--- src/rtl/clkdiv_pkg.sv ---
package clkdiv_pkg;

  // Divisor field loaded at reset for each channel index.
  function automatic int unsigned dflt_div(input int unsigned ch);
    case (ch)
      0, 1:    return 1;
      2:       return 4;
      default: return 11;
    endcase
  endfunction

  // Number of high source cycles in one period for divisor field n.
  function automatic int unsigned high_len(input int unsigned n);
    return (n + 1) / 2;
  endfunction

endpackage

--- src/rtl/clkdiv_regs.sv ---
module clkdiv_regs #(
  parameter int N_CH   = 4,
  parameter int DIV_W  = 8,
  parameter int ADDR_W = 3,
  parameter int DATA_W = 16
) (
  input  logic                    clk,
  input  logic                    rst_n,
  input  logic                    wr_en,
  input  logic [ADDR_W-1:0]       wr_addr,
  input  logic [DATA_W-1:0]       wr_data,
  output logic [N_CH*DIV_W-1:0]   stg_flat,
  output logic [N_CH*DIV_W-1:0]   act_flat,
  output logic [2*N_CH-1:0]       en_sel,
  output logic [N_CH-1:0]         srst_n,
  output logic                    trig_q,
  output logic                    trig_set
);
  localparam logic [ADDR_W-1:0] A_TRIG = ADDR_W'(N_CH);
  localparam logic [ADDR_W-1:0] A_EN   = ADDR_W'(N_CH + 1);
  localparam logic [ADDR_W-1:0] A_SRST = ADDR_W'(N_CH + 2);

  logic [DIV_W-1:0] stg [N_CH];
  logic [DIV_W-1:0] act [N_CH];
  logic             unused_hi;

  assign unused_hi = ^wr_data;
  assign trig_set  = wr_en && (wr_addr == A_TRIG) && wr_data[0];

  always_ff @(posedge clk or negedge rst_n) begin
    if (!rst_n) begin
      for (int i = 0; i < N_CH; i++) begin
        stg[i] <= DIV_W'(clkdiv_pkg::dflt_div(i));
        act[i] <= DIV_W'(clkdiv_pkg::dflt_div(i));
      end
      en_sel <= '0;
      srst_n <= '0;
      trig_q <= 1'b0;
    end else begin
      if (trig_q) begin
        for (int i = 0; i < N_CH; i++) act[i] <= stg[i];
      end
      trig_q <= trig_set;
      if (wr_en) begin
        for (int i = 0; i < N_CH; i++) begin
          if (wr_addr == ADDR_W'(i)) stg[i] <= wr_data[DIV_W-1:0];
        end
        if (wr_addr == A_EN)   en_sel <= wr_data[2*N_CH-1:0];
        if (wr_addr == A_SRST) srst_n <= wr_data[N_CH-1:0];
      end
    end
  end

  for (genvar g = 0; g < N_CH; g++) begin : g_flat
    assign stg_flat[g*DIV_W +: DIV_W] = stg[g];
    assign act_flat[g*DIV_W +: DIV_W] = act[g];
  end
endmodule

--- src/rtl/clkdiv_chan.sv ---
module clkdiv_chan #(
  parameter int DIV_W = 8
) (
  input  logic             clk,
  input  logic             rst_n,
  input  logic             srst_n,
  input  logic [1:0]       en_sel,
  input  logic [DIV_W-1:0] act_div,
  output logic             div_clk,
  output logic [DIV_W-1:0] run_o,
  output logic             wrap_o,
  output logic             phase_o
);
  localparam logic [DIV_W-1:0] ONE = DIV_W'(1);

  logic [DIV_W-1:0] cnt;
  logic [DIV_W-1:0] run;
  logic             fresh;
  logic             phase;
  logic             wrap;
  logic             en_ok;

  assign wrap  = fresh || (cnt == run);
  assign en_ok = (en_sel == 2'b11);

  always_ff @(posedge clk or negedge rst_n) begin
    if (!rst_n) begin
      cnt   <= '0;
      run   <= '0;
      fresh <= 1'b1;
      phase <= 1'b0;
    end else if (!srst_n) begin
      cnt   <= '0;
      run   <= act_div;
      fresh <= 1'b1;
      phase <= 1'b0;
    end else if (wrap) begin
      cnt   <= '0;
      run   <= act_div;
      fresh <= 1'b0;
      phase <= clkdiv_pkg::high_len(32'(act_div)) != 0;
    end else begin
      cnt   <= cnt + ONE;
      phase <= (32'(cnt) + 32'd1) < clkdiv_pkg::high_len(32'(run));
    end
  end

  assign div_clk = en_ok && srst_n && ((run == '0) ? clk : phase);
  assign run_o   = run;
  assign wrap_o  = wrap;
  assign phase_o = phase;
endmodule

--- src/rtl/clkdiv_bank.sv ---
module clkdiv_bank #(
  parameter int N_CH   = 4,
  parameter int DIV_W  = 8,
  parameter int ADDR_W = 3,
  parameter int DATA_W = 16
) (
  input  logic              clk,
  input  logic              rst_n,
  input  logic              wr_en,
  input  logic [ADDR_W-1:0] wr_addr,
  input  logic [DATA_W-1:0] wr_data,
  output logic [N_CH-1:0]   div_clk
);
  logic [N_CH*DIV_W-1:0] stg_flat;
  logic [N_CH*DIV_W-1:0] act_flat;
  logic [N_CH*DIV_W-1:0] run_flat;
  logic [2*N_CH-1:0]     en_sel;
  logic [N_CH-1:0]       srst_n;
  logic [N_CH-1:0]       wrap;
  logic [N_CH-1:0]       phase;
  logic                  trig_q;
  logic                  trig_set;

  clkdiv_regs #(
    .N_CH(N_CH), .DIV_W(DIV_W), .ADDR_W(ADDR_W), .DATA_W(DATA_W)
  ) u_regs (
    .clk(clk), .rst_n(rst_n), .wr_en(wr_en), .wr_addr(wr_addr),
    .wr_data(wr_data), .stg_flat(stg_flat), .act_flat(act_flat),
    .en_sel(en_sel), .srst_n(srst_n), .trig_q(trig_q), .trig_set(trig_set)
  );

  for (genvar g = 0; g < N_CH; g++) begin : g_ch
    clkdiv_chan #(.DIV_W(DIV_W)) u_chan (
      .clk(clk), .rst_n(rst_n), .srst_n(srst_n[g]),
      .en_sel(en_sel[2*g +: 2]), .act_div(act_flat[g*DIV_W +: DIV_W]),
      .div_clk(div_clk[g]), .run_o(run_flat[g*DIV_W +: DIV_W]),
      .wrap_o(wrap[g]), .phase_o(phase[g])
    );
  end
endmodule

--- config.mk ---
export PLATFORM = sky130hd
export DESIGN_NAME = clkdiv_bank
export DESIGN_NICKNAME = d
export VERILOG_FILES = /design/src/rtl/clkdiv_pkg.sv /design/src/rtl/clkdiv_regs.sv /design/src/rtl/clkdiv_chan.sv /design/src/rtl/clkdiv_bank.sv
export SDC_FILE = /design/constraint.sdc
export NUM_CORES = 1
export LEC_CHECK = 0
export CAP_MARGIN = 5
export CORE_AREA = 2 2 121 123
export DETAILED_ROUTE_END_ITERATION = 16
export DIE_AREA = 0 0 123 125
export PLACE_DENSITY = 0.76
export SLEW_MARGIN = 40
export SYNTH_ARGS = -nofsm -noshare
export SYNTH_HDL_FRONTEND = slang
export SYNTH_SLANG_ARGS = --single-unit
export TNS_END_PERCENT = 20
--- constraint.sdc ---
create_clock -name clk -period 2.22 [get_ports clk]
set_clock_uncertainty 0.2 [all_clocks]
set_input_delay 0.444 -clock clk [delete_from_list [all_inputs] [get_ports clk]]
set_output_delay 0.444 -clock clk [all_outputs]
set_load 0.1 [all_outputs]
==> impl_metrics.csv <==
group,metric,value,unit
sta,final-setup-viol-count,8,
final_layout,n_antenna_cell,0,
power_and_ir_drop,p_sw,3687,uW
synthesis,synth_cell_types,45,
final_layout,drive_gt1_frac,0.4300,
worst_setup_path,arrival,2.29,ns
sta,fmax,340.8,MHz
final_layout,num-nets-final,832,
synthesis,synthFlopType,"dfrtp_1",
placed_design,hpwlAfterDp,12200,um
sta,rsz0062_at_grt,"yes",
grt,grt-ovfl-total,0,
worst_setup_path,worstSetupPathType,"register to primary output",
die,die_x,123,um
final_layout,most-common-layout-cells,"dfrtp_1 (133), buf_4 (105), mux2_2 (103), xnor2_1 (48), ha_1 (40)",
drt,vias_per_cell,5.627,
synthesis,synthArstFlopShare,1.000,
run_status,violations,"negative setup slack",
die,dieArea,15380,um2
power_and_ir_drop,p_leak,0.004471,uW
synthesis,synth_edf_count,0,
drt,drtIter0Drc,261,
die,start_util,0.5460,
sta,hold_viol_final,0,
synthesis,syn_avg_cell_area,12.06,um2
die,die_h,125,um
drt,ant_nets,0,
power_and_ir_drop,seqPwrFrac,0.361,
grt,grt_max_degree,50,
synthesis,synthesis.area,7755,um2
power_and_ir_drop,vdd_drop_max,0.8521,mV
power_and_ir_drop,clkPwrFrac,0.290,
worst_setup_path,ff2ff_path_depth,12,
min_path,hold_path_class,"input pin to asynchronous set/reset pin",
sta,fin_tns_setup,-3.863,ns
power_and_ir_drop,power_density,1139,nW/um2
die,io_pins,26,
clocking,clkLatencyLatePin,0.53,ns
placed_design,gp_congestion,0.8638,
final_layout,post-route-util,0.6897,
final_layout,fill_cells,976,
synthesis,yosys_warnings,0,
worst_setup_path,cp-end-kind,"primary output",
worst_setup_path,crit-reg2reg-launch,"g_ch[0].u_chan.run_o[1]",
grt,track_usage,0.2498,
grt,antenna_found_initial,0,
placed_design,dp.cells,917,
power_and_ir_drop,switching_share,0.3304,
job,cap_violations,0,
drt,drc,0,
die,core_region_area,14200,um2
sta,min_period,2.934,ns
synthesis,syn_inst,643,
worst_setup_path,cp_max_fo,2,
drt,firstDrtPassIters,4,
worst_setup_path,r2r_setup_slack,-0.33,ns
final_layout,area_delta_synth_final,26.31,%
clocking,cts_tree,"yes",
sta,post-route-period-util,1.322,
power_and_ir_drop,intPower,7471,uW
synthesis,syn_nets,709,
final_layout,instances_no_fill,963,
run_status,status,"finished, violations left",
drt,num_vias,5419,
sta,fin_ws,-0.7145,ns
placed_design,dp_slack,-1.083,ns
placed_design,portBuffers,17,
sta,worst_pin_slew,0.4962,ns
die,rows,44,
sta,relSlewSlack,0.6662,
clocking,path_clk_slew,0.06,ns
worst_setup_path,required,1.58,ns
grt,first_global_vias,5987,
worst_setup_path,startpoint_type,"register",
drt,routed_wl,17950,um
power_and_ir_drop,finalPower,11160,uW
sta,slew_violations,0,
final_layout,layout_commonest_cell,"dfrtp_1",
grt,grt_pass1_wl,29610,um
synthesis,ys_seq_area_frac,0.4834,
drt,wl_per_cell,18.64,um
power_and_ir_drop,p_comb_frac,0.349,
worst_setup_path,r2r_end,"g_ch[0].u_chan.phase_o",
synthesis,synth-seq-cells,149,
[worst max-delay path: stages (launching register included)]
cell     delay (ns)
dfrtp_1        0.40
inv_2          0.11
ha_4           0.14
or4b_4         0.47
nor4_4         0.15
mux2i_1        0.24
nor2_2         0.08
buf_12         0.17
[flip-flops by register name, summed over array words and instances (netlist names)]
name and cells:
u_regs.srst_n 4, g_ch.u_chan.cnt 32, g_ch.u_chan.phase_o 4, u_regs.act_flat 32, u_regs.trig_q 1, u_regs.stg_flat 32, g_ch.u_chan.run_o 32, g_ch.u_chan.fresh 4
u_regs.en_sel 8
[per-layer routing]
layer,vias up,GRT usage,share of wire
li1,2507,-,-
met4,0,0.09759,0.027
met2,118,0.4066,0.51
met1,2755,0.3044,0.42
met3,39,0.08622,0.043
met5,-,0,0
[area by class of cell]
class,count,area [um2],area share
clock inverter,9,50.05,0.005109
inverter,16,60.06,0.006131
clock buffer,31,661.9,0.06757
multi-input combinational,450,4033,0.4117
sequential,149,3749,0.3827
tap,184,230.2,0.02350
timing repair buffer,124,1012,0.1033
[cell usage after synthesis, types with 9 or more instances]
cell type  number  area, um2
dfrtp_1       133       3328
mux2_2        105       1182
xnor2_1        48      420.4
ha_1           44      550.5
nand3_1        41      205.2
nor2_1         34      127.6
xor2_1         32      280.3
nand2_1        24      90.09
dfstp_2        16      420.4
inv_1          16      60.06
nand4_1        14      87.58
o21ai_0        12      60.06
and3_1         11      68.82
nor4_1         10      62.56
nor2b_1         9      56.30
[worst max-delay path by stage]
stage / start / endpoint / cells after the start
2_1_floorplan: g_ch[1].u_chan.run_o[0] / div_clk[1] / 7
5_1_grt: g_ch[1].u_chan.run_o[0] / div_clk[1] / 7
3_3_place_gp: g_ch[1].u_chan.run_o[0] / div_clk[1] / 7
6_report: g_ch[3].u_chan.run_o[1] / div_clk[3] / 7
3_5_place_dp: g_ch[3].u_chan.run_o[0] / div_clk[3] / 7
4_1_cts: g_ch[3].u_chan.run_o[0] / div_clk[3] / 7
[stage by stage]
stage	hold WS [ns]	cell area [um2]
2_1_floorplan	-0.05159	7828
3_3_place_gp	0.2248	8827
3_5_place_dp	0.2271	8827
4_1_cts	0.2337	9628
5_1_grt	0.2477	9796
6_report	0.2174	9796
[power groups by stage]
stage | Sequential, uW | Clock [uW] | Combinational, uW
detailed placement | 4020 | 114 | 3440
finish | 4020 | 3240 | 3900
global route | 4110 | 3420 | 4240
floorplan | 3970 | 118 | 2240
CTS | 4020 | 3290 | 3640
global placement | 3960 | 114 | 3300
[logic make-up (layout without fill, tap and decap cells)]
group | count (synthesis) | after routing | synth area share
AND/OR/NAND/NOR | 176 | 176 | 0.1249
flip-flops | 149 | 149 | 0.4834
multiplexers | 115 | 115 | 0.1692
XOR/XNOR | 80 | 80 | 0.09035
adder cells (fa/ha/maj) | 44 | 44 | 0.07099
buffers and inverters | 44 | 180 | 0.03130
AO/OA/AOI/OAI | 35 | 35 | 0.02985
[what timing repair did]
action,4_1_cts,5_1_grt
hold buffers,1,0
pin swaps,11,13
buffers inserted,3,6
endpoints found under the setup margin,23,34
endpoints found under the hold margin,42,0
resized for setup,52,32
No activity file was read; power rests on OpenSTA's default activity.
